File: config.mk
export PLATFORM = sky130hd
export DESIGN_NAME = fetch_refresh_cycle
export DESIGN_NICKNAME = d
export VERILOG_FILES = /design/src/rtl/fetch_refresh_pkg.sv /design/src/rtl/fetch_seq.sv /design/src/rtl/fetch_strobes.sv /design/src/rtl/refresh_regs.sv /design/src/rtl/fetch_refresh_cycle.sv
export SDC_FILE = /design/constraint.sdc
export NUM_CORES = 1
export LEC_CHECK = 0
export BUFFER_PORTS_ARGS = -buffer_cell sky130_fd_sc_hd__buf_2
export CAP_MARGIN = 10
export CORE_MARGIN = 3
export CORE_UTILIZATION = 48
export CTS_CLUSTER_DIAMETER = 80
export CTS_CLUSTER_SIZE = 30
export DETAILED_ROUTE_END_ITERATION = 7
export PLACE_DENSITY = 0.82
export SYNTH_ARGS = -nofsm -noshare
export SYNTH_HDL_FRONTEND = slang
export SYNTH_SLANG_ARGS = --single-unit
export TNS_END_PERCENT = 10
File: constraint.sdc
create_clock -name clk_i -period 2.15 [get_ports clk_i]
set_input_delay 0.1075 -clock clk_i [delete_from_list [all_inputs] [get_ports clk_i]]
set_output_delay 0.1075 -clock clk_i [all_outputs]
set_load 0.1 [all_outputs]
File: src/rtl/fetch_refresh_pkg.sv
package fetch_refresh_pkg;
  typedef enum logic [2:0] {
    ST_IDLE = 3'd0,
    ST_T1   = 3'd1,
    ST_T2   = 3'd2,
    ST_T3   = 3'd3,
    ST_T4   = 3'd4
  } fc_state_e;
endpackage

File: src/rtl/fetch_seq.sv
module fetch_seq
  import fetch_refresh_pkg::*;
#(
  parameter int DATA_W = 8,
  parameter int ADDR_W = 16
) (
  input  logic              clk_i,
  input  logic              rst_ni,
  input  logic              start_i,
  input  logic [ADDR_W-1:0] pc_i,
  input  logic [DATA_W-1:0] data_i,
  output fc_state_e         state_o,
  output logic [ADDR_W-1:0] pc_q_o,
  output logic [DATA_W-1:0] opcode_o,
  output logic              done_o,
  output logic              end_cyc_o
);
  fc_state_e state_q, state_d;
  logic [ADDR_W-1:0] pc_q;
  logic [DATA_W-1:0] op_q;
  logic done_q;
  logic may_start;

  assign may_start = (state_q == ST_IDLE) || (state_q == ST_T4);

  always_comb begin
    state_d = state_q;
    unique case (state_q)
      ST_IDLE: state_d = start_i ? ST_T1 : ST_IDLE;
      ST_T1:   state_d = ST_T2;
      ST_T2:   state_d = ST_T3;
      ST_T3:   state_d = ST_T4;
      ST_T4:   state_d = start_i ? ST_T1 : ST_IDLE;
      default: state_d = ST_IDLE;
    endcase
  end

  always_ff @(posedge clk_i or negedge rst_ni) begin
    if (!rst_ni) begin
      state_q <= ST_IDLE;
      pc_q    <= '0;
      op_q    <= '0;
      done_q  <= 1'b0;
    end else begin
      state_q <= state_d;
      done_q  <= (state_q == ST_T4);
      if (may_start && start_i) pc_q <= pc_i;
      // opcode sampled on the edge that enters T3
      if (state_q == ST_T2) op_q <= data_i;
    end
  end

  assign state_o   = state_q;
  assign pc_q_o    = pc_q;
  assign opcode_o  = op_q;
  assign done_o    = done_q;
  assign end_cyc_o = (state_q == ST_T4);
endmodule

File: src/rtl/fetch_strobes.sv
module fetch_strobes
  import fetch_refresh_pkg::*;
(
  input  logic      clk_i,
  input  logic      rst_ni,
  input  fc_state_e state_i,
  output logic      m1_n_o,
  output logic      mreq_n_o,
  output logic      rd_n_o,
  output logic      rfsh_n_o,
  output logic      pc_inc_o
);
  logic fetch_ph, rfsh_ph;
  logic fetch_arm_q, rf_arm_q;

  assign fetch_ph = (state_i == ST_T1) || (state_i == ST_T2);
  assign rfsh_ph  = (state_i == ST_T3) || (state_i == ST_T4);

  // half-clock stages: armed on falling edges
  always_ff @(negedge clk_i or negedge rst_ni) begin
    if (!rst_ni) begin
      fetch_arm_q <= 1'b0;
      rf_arm_q    <= 1'b0;
    end else begin
      fetch_arm_q <= fetch_ph;
      rf_arm_q    <= (state_i == ST_T3);
    end
  end

  // fetch strobes cut off by the rising edge entering T3
  assign rd_n_o   = ~(fetch_arm_q & fetch_ph);
  assign mreq_n_o = ~((fetch_arm_q & fetch_ph) | rf_arm_q);
  assign m1_n_o   = ~fetch_ph;
  assign rfsh_n_o = ~rfsh_ph;
  assign pc_inc_o = (state_i == ST_T3);
endmodule

File: src/rtl/refresh_regs.sv
module refresh_regs #(
  parameter int DATA_W = 8,
  parameter int RCNT_W = DATA_W - 1
) (
  input  logic              clk_i,
  input  logic              rst_ni,
  input  logic              r_wr_i,
  input  logic              i_wr_i,
  input  logic [DATA_W-1:0] wdata_i,
  input  logic              bump_i,
  output logic [DATA_W-1:0] r_o,
  output logic [DATA_W-1:0] i_o
);
  logic [DATA_W-1:0] r_q, i_q, r_bump;

  generate
    if (RCNT_W < DATA_W) begin : g_partial
      assign r_bump = {r_q[DATA_W-1:RCNT_W], r_q[RCNT_W-1:0] + 1'b1};
    end else begin : g_full
      assign r_bump = r_q + 1'b1;
    end
  endgenerate

  always_ff @(posedge clk_i or negedge rst_ni) begin
    if (!rst_ni) begin
      r_q <= '0;
      i_q <= '0;
    end else begin
      if (r_wr_i)      r_q <= wdata_i;
      else if (bump_i) r_q <= r_bump;
      if (i_wr_i)      i_q <= wdata_i;
    end
  end

  assign r_o = r_q;
  assign i_o = i_q;
endmodule

File: src/rtl/fetch_refresh_cycle.sv
module fetch_refresh_cycle
  import fetch_refresh_pkg::*;
#(
  parameter int DATA_W = 8,
  parameter int RCNT_W = DATA_W - 1
) (
  input  logic                clk_i,
  input  logic                rst_ni,
  input  logic                start_i,
  input  logic [2*DATA_W-1:0] pc_i,
  input  logic [DATA_W-1:0]   data_i,
  input  logic                r_wr_i,
  input  logic                i_wr_i,
  input  logic [DATA_W-1:0]   wdata_i,
  output logic [2*DATA_W-1:0] addr_o,
  output logic                m1_n_o,
  output logic                mreq_n_o,
  output logic                rd_n_o,
  output logic                rfsh_n_o,
  output logic [DATA_W-1:0]   opcode_o,
  output logic                done_o,
  output logic                pc_inc_o,
  output logic [DATA_W-1:0]   r_o,
  output logic [DATA_W-1:0]   i_o
);
  localparam int ADDR_W = 2 * DATA_W;

  fc_state_e state;
  logic [ADDR_W-1:0] pc_q;
  logic end_cyc;
  logic rfsh_n;

  fetch_seq #(.DATA_W(DATA_W), .ADDR_W(ADDR_W)) u_seq (
    .clk_i     (clk_i),
    .rst_ni    (rst_ni),
    .start_i   (start_i),
    .pc_i      (pc_i),
    .data_i    (data_i),
    .state_o   (state),
    .pc_q_o    (pc_q),
    .opcode_o  (opcode_o),
    .done_o    (done_o),
    .end_cyc_o (end_cyc)
  );

  fetch_strobes u_strb (
    .clk_i    (clk_i),
    .rst_ni   (rst_ni),
    .state_i  (state),
    .m1_n_o   (m1_n_o),
    .mreq_n_o (mreq_n_o),
    .rd_n_o   (rd_n_o),
    .rfsh_n_o (rfsh_n),
    .pc_inc_o (pc_inc_o)
  );

  refresh_regs #(.DATA_W(DATA_W), .RCNT_W(RCNT_W)) u_regs (
    .clk_i   (clk_i),
    .rst_ni  (rst_ni),
    .r_wr_i  (r_wr_i),
    .i_wr_i  (i_wr_i),
    .wdata_i (wdata_i),
    .bump_i  (end_cyc),
    .r_o     (r_o),
    .i_o     (i_o)
  );

  assign rfsh_n_o = rfsh_n;
  assign addr_o   = rfsh_n ? pc_q : {i_o, r_o};
endmodule

== Word level (Yosys, flattened, before mapping) ==
Cells that the tools add are included.

* Add/sub/neg operators: 1
* Equality and inequality tests: 4
* Multiplexer cells: 5
* Bitwise gates (word level): 6
* Reductions and logical operators: 7

{| class="wikitable"
|+ Operator list
! cell !! count
|-
| 16-bit 2-to-1 mux || 1
|-
| 3-bit one-hot mux with 4 select lines || 1
|-
| 8-bit 2-to-1 mux || 1
|-
| 7-bit by 1-bit adder with 7-bit output, second input constant || 1
|-
| 7-bit 2-to-1 mux || 1
|-
| 3-bit by 2-bit equality test with 1-bit output, second input constant || 2
|-
| 1-bit NOT || 4
|-
| 3-bit by 1-bit equality test with 1-bit output, second input constant || 1
|-
| 3-bit equality test, second input constant || 1
|-
| 3-bit zero test || 1
|-
| 1-bit logical OR || 3
|-
| 2-bit nonzero test || 1
|-
| 2-bit OR reduction || 1
|-
| 1-bit AND || 1
|-
| 1-bit logical AND || 1
|-
| 1-bit 2-to-1 mux || 1
|-
| 1-bit bitwise OR || 1
|}

* Register bits after elaboration: 46
* Output and inout bits: 46
* Word-level logic and storage cells: 32

== Logic depth before layout (Yosys ltp) ==
Gate-level depths: netlist of the first run.

* Depth after elaboration: 5
* Depth in mapped cells: 6

== Hierarchy ==
From an unflattened synthesis of the first run, not the netlist that was laid out.

* Cell total of the unflattened synthesis: 153
* Area total of the unflattened synthesis: 2193.4 um2

{| class="wikitable"
|+ By module, submodules not included
! module !! instances !! cells each !! area an instance (um2) !! sequential area each (um2)
|-
| fetch_seq || 1 || 64 || 1118.6 || 700.7
|-
| refresh_regs || 1 || 60 || 718.2 || 400.4
|-
| fetch_refresh_cycle || 1 || 18 || 249.0 || 0.0
|-
| fetch_strobes || 1 || 11 || 107.6 || 50.0
|}

==> impl_metrics.toml, run 1 <==
[cts]
cts_root_buf = "clkbuf_8"
clock-sinks = 46
cts_buffers = 5
insertion_delay_ps = 290
clockBufferDepth = 2
htreeDepth = 2
clk_pin_slew_worst_paths_ps = 70
cts_tree = "done"

[placed_design]
dpl.hpwl_um = 3868
numPortBuffers = 82
gp_congestion = 0.7678

[timing]
worst_pin_slew_ps = 550.8
finalSetupViolations = 2
finalSetupTns_ps = -103.9
setup_ws_ps = -58.45
hold_viol_final = 0
finClkSkew_ps = 6.753
rsz0062_at_grt = "yes"
slew_violations = 0
slew_headroom = 0.6328

[floorplanning]
die_h_um = 73.04
start_util = 0.5169
rows = 23
die-area_um2 = 5334
coreArea_um2 = 4173
io_pins = 83
die_width_um = 73.04

[detailed_routing]
via_count = 1565
wl_per_cell_um = 16.95
drc_errors = 0
met2_length_um = 2609
dr.max_layer_used = "met4"
drtIter0Drc = 79
drt-total-wl_um = 4984
drtAntennaViolNets = 0
wl_met1_um = 2003
dr.pass1.iters = 4
wl_met3_um = 254
viasPerCell = 5.323

[logic_synthesis]
synth_commonest_cells = "dfrtp_1, mux2_2, mux2_4"
seq_area_frac_synth = 0.5336
yosysWarningCount = 0
yosysUniqueCellTypes = 32
syn_nets = 191
synthArstFlopShare = 1.000
ys_top_cells_by_area = "dfrtp_1, mux2_2, mux2_4"
syn_area_um2 = 2157
yosys.area.top_type = "dfrtp_1"
avgSynthCellArea_um2 = 14.10
synth_cells = 153
synthFlopType = "dfrtp_1"
ys_seq_elements = 46
yosysMostFrequentCell = "dfrtp_1"
synth.top_cell.area_share = 0.5104
synth_edf_count = 0

[setup_path]
critPathSlowestCell = "dfrtn_1"
critPathTopFamily = "flip-flops"
path_max_fanout = 2
critPathCaptureType = "output pin"
crit_buf_inv = 1
slowest_delay_ps = 380
required_ps = 2040
critPathLaunchType = "flop"
crit_type = "flop to output pin"
worstPathCellList = "a21oi_4 > buf_12"
crit_arrival_ps = 2100

[finish]
layout-drive-gt1-share = 0.6352
areaGrowthSynthToFinish_pct = 40.43
n_antenna_cell = 0
fin_nets = 282
utilization = 0.7259

[run]
drv_cap = 0

[global_routing]
grt_pass1_vias = 1593
gr-usage-all-layers = 0.1983
grt_max_degree = 45
antenna_found_initial = 0
overflow = 0
grt_pass1_wl_um = 7941

[status]
violations = "negative setup slack"
status = "finished with violations"

[min_path]
hold_path_class = "input port to flop"
registers in the layout, summed over array words and instances (netlist names):
register	count
u_seq.pc_q_o	16
u_regs.i_o	8
u_regs.r_o	8
u_seq.opcode_o	8
u_seq.state_o	3
u_seq.done_o	1
u_strb.fetch_arm_q	1
u_strb.rf_arm_q	1
stage by stage:
stage	setup WS (ps)	instance area [um2]	hold slack [ps]	cells
after floorplan	-45.68	2168	-188.1	153
after global placement	265.5	2922	261.9	286
after detailed placement	225.7	2922	273.5	286
after CTS	-63.77	3014	29.87	294
after global routing	-97.86	3029	26.07	294
final	-58.45	3029	36.23	294
layout make-up:
| class | count | area [um2] |
|---|---|---|
| multi-input cells | 96 | 940.9 |
| fillers | 273 | 1144 |
| well taps | 50 | 62.56 |
| flip-flops and latches | 46 | 1151 |
| inverters | 2 | 7.507 |
| repair buffers | 93 | 790.8 |
| clock buffers | 7 | 76.32 |
per-layer routing:
metal / vias up / track usage
met1: 775 / 0.2433
li1: 731 / -
met5: - / 0
met3: 11 / 0.04408
met4: 0 / 0.08197
met2: 48 / 0.3357
path summary, 6_finish.rpt:
| path | cells after the start | start | endpoint | slack, ps |
|---|---|---|---|---|
| worst max-delay path | 2 | u_strb.fetch_arm_q | mreq_n_o | -60 |
| worst min-delay path | 2 | pc_i[15] | u_seq.pc_q_o[15] | 40 |
| worst max register to register | 2 | u_seq.state_o[1] | u_strb.fetch_arm_q | 220 |
| worst min register to register | 1 | u_seq.pc_q_o[15] | u_seq.pc_q_o[15] | 500 |
| max in group asynchronous | 2 | rst_ni | u_strb.fetch_arm_q | 930 |
| min in group asynchronous | 3 | rst_ni | u_seq.opcode_o[6] | 470 |
logic make-up after synthesis:
| kind of cell | after synthesis | synth area share |
|---|---|---|
| AND/OR/NAND/NOR | 34 | 0.1120 |
| AO/OA/AOI/OAI | 8 | 0.02088 |
| multiplexers | 50 | 0.2761 |
| buffers and inverters | 11 | 0.03944 |
| flip-flops | 46 | 0.5336 |
| XOR/XNOR | 3 | 0.01218 |
| adder cells (fa/ha/maj) | 1 | 0.005800 |
cell usage in the layout, fill, tap and decap left out, types with 4 or more instances in the layout:
| cell | count |
|---|---|
| o21ai_0 | 6 |
| buf_4 | 8 |
| buf_12 | 20 |
| clkbuf_8 | 5 |
| nand3_1 | 4 |
| mux2_4 | 10 |
| buf_2 | 64 |
| nor2b_1 | 4 |
| dfrtp_1 | 44 |
| mux2_2 | 38 |
| nand2_1 | 7 |
worst reg2reg max path, stage by stage, from the launching register on:
cell and delay [ps]:
dfrtp_1 430, xnor2_1 200, nor2_1 80
repair_timing:
item	in CTS	in global routing
endpoints found under the setup margin	3	12
resized for setup	2	4
endpoints found under the hold margin	44	0
hold buffers	1	0
pin swaps	1	1
setup buffers	0	0
Power of run 1 is not shown: default switching activity piles up to over one toggle a cycle in this logic, so the estimate is an artifact.
==> inputs of run 2 (changes only) <==
- SKIP_LAST_GASP: default -> 1
==> run 2 against run 1 <==
The flow still finishes with violations (negative setup slack). Worst setup slack improved by 0.60 ps. Via count decreased by 0.77%. Utilization shrank 0.36 points. Register-to-register slack hardly changed. Sequential share of layout area is 0.19 points higher. Die area unchanged. Critical path depth unchanged. Global-route usage about the same. Clock skew increased by 1.3 ps. Critical path type unchanged. Largest cell class unchanged.
==> impl_metrics.toml, run 2 (synthesized netlist as in run 1, its figures left out) <==
[setup_path]
slowest_delay_ps = 380
required_ps = 2040
critPathSlowestCell = "dfrtn_1"
critPathLaunchType = "flop"
crit_cells = 2
r2r-start = "u_seq.state_o[1]"
path_max_fanout = 2
critPathCapture = "mreq_n_o"
crit_arrival_ps = 2100
reg2regPathDepth = 2
crit_path_start = "u_strb.fetch_arm_q"
ff2ff_setup_slack_ps = 220
crit_type = "flop to output pin"
critPathCaptureType = "output pin"
reg2reg_to = "u_strb.fetch_arm_q"
worstPathCellList = "a21oi_4 > buf_12"
critPathTopFamily = "flip-flops"
crit_buf_inv = 1

[detailed_routing]
dr.pass1.iters = 3
drt-total-wl_um = 4953
drtIter0Drc = 91
viasPerCell = 5.282
via_count = 1553
drc_errors = 0
wl_per_cell_um = 16.85
drtAntennaViolNets = 0

[floorplanning]
coreArea_um2 = 4173
rows = 23
die_width_um = 73.04
die_h_um = 73.04
die-area_um2 = 5334
io_pins = 83
start_util = 0.5169

[placed_design]
dpl.hpwl_um = 3868
numPortBuffers = 82
dpl_cell_area_um2 = 2922
gp_congestion = 0.7678

[cts]
cts_root_buf = "clkbuf_8"
clk_pin_slew_worst_paths_ps = 70
clockBufferDepth = 2
cts_tree = "done"
cts_setup_buffers = 0
cts_buffers = 5
clock-sinks = 46
htreeDepth = 2
insertion_delay_ps = 290

[finish]
layout-drive-gt1-share = 0.6311
largest_register_ffs = 16
n_fill_cell = 275
layout_commonest_cell = "buf_2"
design_area_um2 = 3014
final_cell_mix = "buf_2, dfrtp_1, mux2_2"
areaGrowthSynthToFinish_pct = 39.73
regArea_um2 = 1151
fin_nets = 282
n_antenna_cell = 0
multi_input_area_um2 = 934.6

[timing]
worst_pin_slew_ps = 545.2
slew_violations = 0
finClkSkew_ps = 8.032
finalSetupViolations = 2
slew_headroom = 0.6365
setup_ws_ps = -57.85
rsz0062_at_grt = "yes"
hold_viol_final = 0

[global_routing]
grt_pass1_vias = 1611
gr-usage-all-layers = 0.1984
grt_pass1_wl_um = 7955
overflow = 0
antenna_found_initial = 0
grt_max_degree = 45

[status]
status = "finished with violations"
violations = "negative setup slack"

[run]
drv_cap = 0

[min_path]
hold_path_class = "input port to flop"
## run 2: cell counts in the layout (fill, tap and decap cells not counted)
No cell type changed its count.
## run 2: repair_timing
action | 4_1_cts | 5_1_grt
resized for setup | 1 | 1
endpoints found under the hold margin | 44 | 0
setup endpoints to repair | 3 | 13
hold buffers | 1 | 0
## run 2: worst min path at each step
stage	from	to	cells past startpoint
after floorplan	rst_ni	u_regs.i_o[0]	0
after global placement	rst_ni	u_seq.done_o	2
after detailed placement	rst_ni	u_seq.state_o[2]	2
after CTS	pc_i[15]	u_seq.pc_q_o[15]	2
after global routing	pc_i[15]	u_seq.pc_q_o[15]	2
final	pc_i[15]	u_seq.pc_q_o[15]	2
## run 2: per-layer routing
layer / part of all wire / vias up / track usage
li1: - / 729 / -
met1: 0.40 / 765 / 0.2435
met2: 0.52 / 48 / 0.3337
met3: 0.052 / 11 / 0.04545
met4: 0.023 / 0 / 0.08402
met5: 0 / - / 0
## run 2: final cells by class
type	count	share of cell area
Clock buffer	7	0.02532
Tap cell	50	0.02076
Sequential cell	46	0.3819
Timing Repair Buffer	93	0.2594
Multi-Input combinational cell	96	0.3101
Inverter	2	0.002491
## run 2: stage by stage
| stage | setup WS, ps | instances | util | TNS [ps] | hold WS [ps] |
|---|---|---|---|---|---|
| 2_1_floorplan | -45.68 | 153 | - | -45.68 | -188.1 |
| 3_3_place_gp | 265.5 | 286 | 0.7002 | 0 | 261.9 |
| 3_5_place_dp | 225.7 | 286 | 0.7002 | 0 | 273.5 |
| 4_1_cts | -64.97 | 294 | 0.7214 | -113.1 | 29.87 |
| 5_1_grt | -98.19 | 294 | 0.7223 | -602.6 | 26.07 |
| 6_report | -57.85 | 294 | 0.7223 | -99.52 | 35.71 |
## run 2: worst reg2reg max path, cell delays in order (launching register included)
cell	delay (ps)
dfrtp_1	430
xnor2_1	200
nor2_1	80
Power of run 2 is left out for the same reason.
==> inputs of run 3 (changes only) <==
- CORE_ASPECT_RATIO: default -> 1.75
- CORE_MARGIN: 3 -> 10
- GPL_TIMING_DRIVEN: default -> 0
==> run 3 against run 2 <==
The run ends with negative hold slack, negative setup slack left. First-iteration DRC count shrank 68%. Global-route usage shrank 6.2 points. Worst setup slack gained 1.1 ps. Sequential cell count is the same. Die area grew 44%. Routed wire length grew 12%. Register-to-register slack lost 190 ps. Critical path depth is the same. Highest routed layer unchanged. Non-clock buffer count is the same. Clock skew shrank 1.0 ps. Hold slack lost 62 ps. Final cell count grew 0.68%.
==> impl_metrics.toml, run 3 (synthesized netlist as in run 1, its figures left out) <==
[finish]
areaGrowthSynthToFinish_pct = 34.22
final_cell_mix = "buf_2, dfrtp_1, mux2_2"
n_antenna_cell = 0
post_layout_nonfiller_instances = 296
n_fill_cell = 337
largest_register_ffs = 16
layout-drive-gt1-share = 0.6286
fin_nets = 282
layout_commonest_cell = "buf_2"

[cts]
clk_pin_slew_worst_paths_ps = 90
clockBufferDepth = 2
cts_hold_buf = 0
cts_root_buf = "clkbuf_8"
htreeDepth = 2
insertion_delay_ps = 290
cts_buffers = 5
cts_tree = "done"
clock-sinks = 46

[floorplanning]
die_width_um = 70.68
die-area_um2 = 7681
rows = 32
io_pins = 83
coreArea_um2 = 4364
die_h_um = 108.7
start_util = 0.4943

[timing]
worst_pin_slew_ps = 996.3
finClkSkew_ps = 6.984
slew_violations = 0
hold_viol_final = 44
slew_headroom = 0.3358
rsz0062_at_grt = "yes"
whs_ps = -26.63
setup_ws_ps = -56.75
finalSetupViolations = 4

[setup_path]
crit_arrival_ps = 2100
crit_type = "flop to output pin"
critPathLaunchType = "flop"
crit_path_start = "u_strb.fetch_arm_q"
path_max_fanout = 2
critPathCaptureType = "output pin"
crit_buf_inv = 1
critPathSlowestCell = "dfrtn_1"
worstPathCellList = "nand2_2 > buf_12"
required_ps = 2040
slowest_delay_ps = 460
critPathTopFamily = "flip-flops"
r2r-start = "u_seq.state_o[0]"

[global_routing]
grt_pass1_wl_um = 8390
grt_pass1_vias = 1717
antenna_found_initial = 0
gr-usage-all-layers = 0.1359
overflow = 0
grt_max_degree = 47

[detailed_routing]
drtAntennaViolNets = 0
drt-total-wl_um = 5535
wl_per_cell_um = 18.70
drtIter0Drc = 29
via_count = 1556
drc_errors = 0
viasPerCell = 5.257
dr.pass1.iters = 4

[placed_design]
numPortBuffers = 80
dp_cells = 284
gp_congestion = 0.7643
dpl.hpwl_um = 4023

[min_path]
hold_path_class = "input port to async pin"

[status]
status = "finished with violations"
violations = "negative hold slack, negative setup slack"

[run]
drv_cap = 0
-- run 3: changes by cell type in the layout (fill, tap and decap cells not counted), sizes merged --
cell / previous run / this run
buf: 92 / 89
bufinv: 0 / 1
clkbuf: 7 / 11
dlygate4sd3: 1 / 0
-- run 3: worst reg2reg max path, stage by stage, from the launching register on --
cell	delay, ps
dfrtp_1	390
buf_8	140
xnor2_1	200
nor2_1	150
-- run 3: per-layer routing --
metal	up-vias	share of wire	global-route usage
met5	-	0	0
met4	0	0.011	0.05417
met3	6	0.075	0.05096
met2	62	0.57	0.2487
met1	761	0.35	0.1348
li1	727	-	-
-- run 3: worst paths after layout --
kind / end / slack, ps / cells after the start
setup / recovery: rd_n_o / -60 / 2
hold / removal: u_seq.pc_q_o[7] / -30 / 1
setup reg to reg: u_strb.fetch_arm_q / 30 / 3
hold reg to reg: u_seq.opcode_o[4] / 510 / 1
max in group asynchronous: u_strb.fetch_arm_q / 580 / 1
min in group clk_i: u_seq.pc_q_o[7] / 40 / 2
-- run 3: repair_timing --
item                                   4_1_cts  5_1_grt
resized for setup                           18       17
cloned                                       0        2
setup endpoints to repair                   18       20
buffers inserted                             1        1
endpoints found under the hold margin        0        0
pin swaps                                    1        0
-- run 3: metrics by stage --
step | cell area [um2] | hold WS (ps) | util | setup WS (ps) | setup TNS [ps]
after floorplan | 2168 | -188.1 | - | -45.68 | -45.68
final | 2895 | -26.63 | 0.6634 | -56.75 | -116.1
after CTS | 2801 | 17.04 | 0.6419 | -59.78 | -528.0
after global routing | 2895 | 30.82 | 0.6634 | -100.5 | -1054
after global placement | 2633 | 324.2 | 0.6032 | 64.81 | 0
after detailed placement | 2633 | 337.3 | 0.6032 | 34.27 | 0
-- run 3: area by class of cell --
| cell class | instances | area, um2 | area share |
|---|---|---|---|
| buffer | 9 | 88.84 | 0.03068 |
| clock buffer | 7 | 76.32 | 0.02636 |
| clock inverter | 1 | 30.03 | 0.01037 |
| inverter | 2 | 7.507 | 0.002593 |
| multi-input combinational | 96 | 937.1 | 0.3237 |
| sequential | 46 | 1151 | 0.3976 |
| tap | 51 | 63.81 | 0.02204 |
| timing repair buffer | 84 | 540.5 | 0.1867 |
Power of run 3 is left out for the same reason.
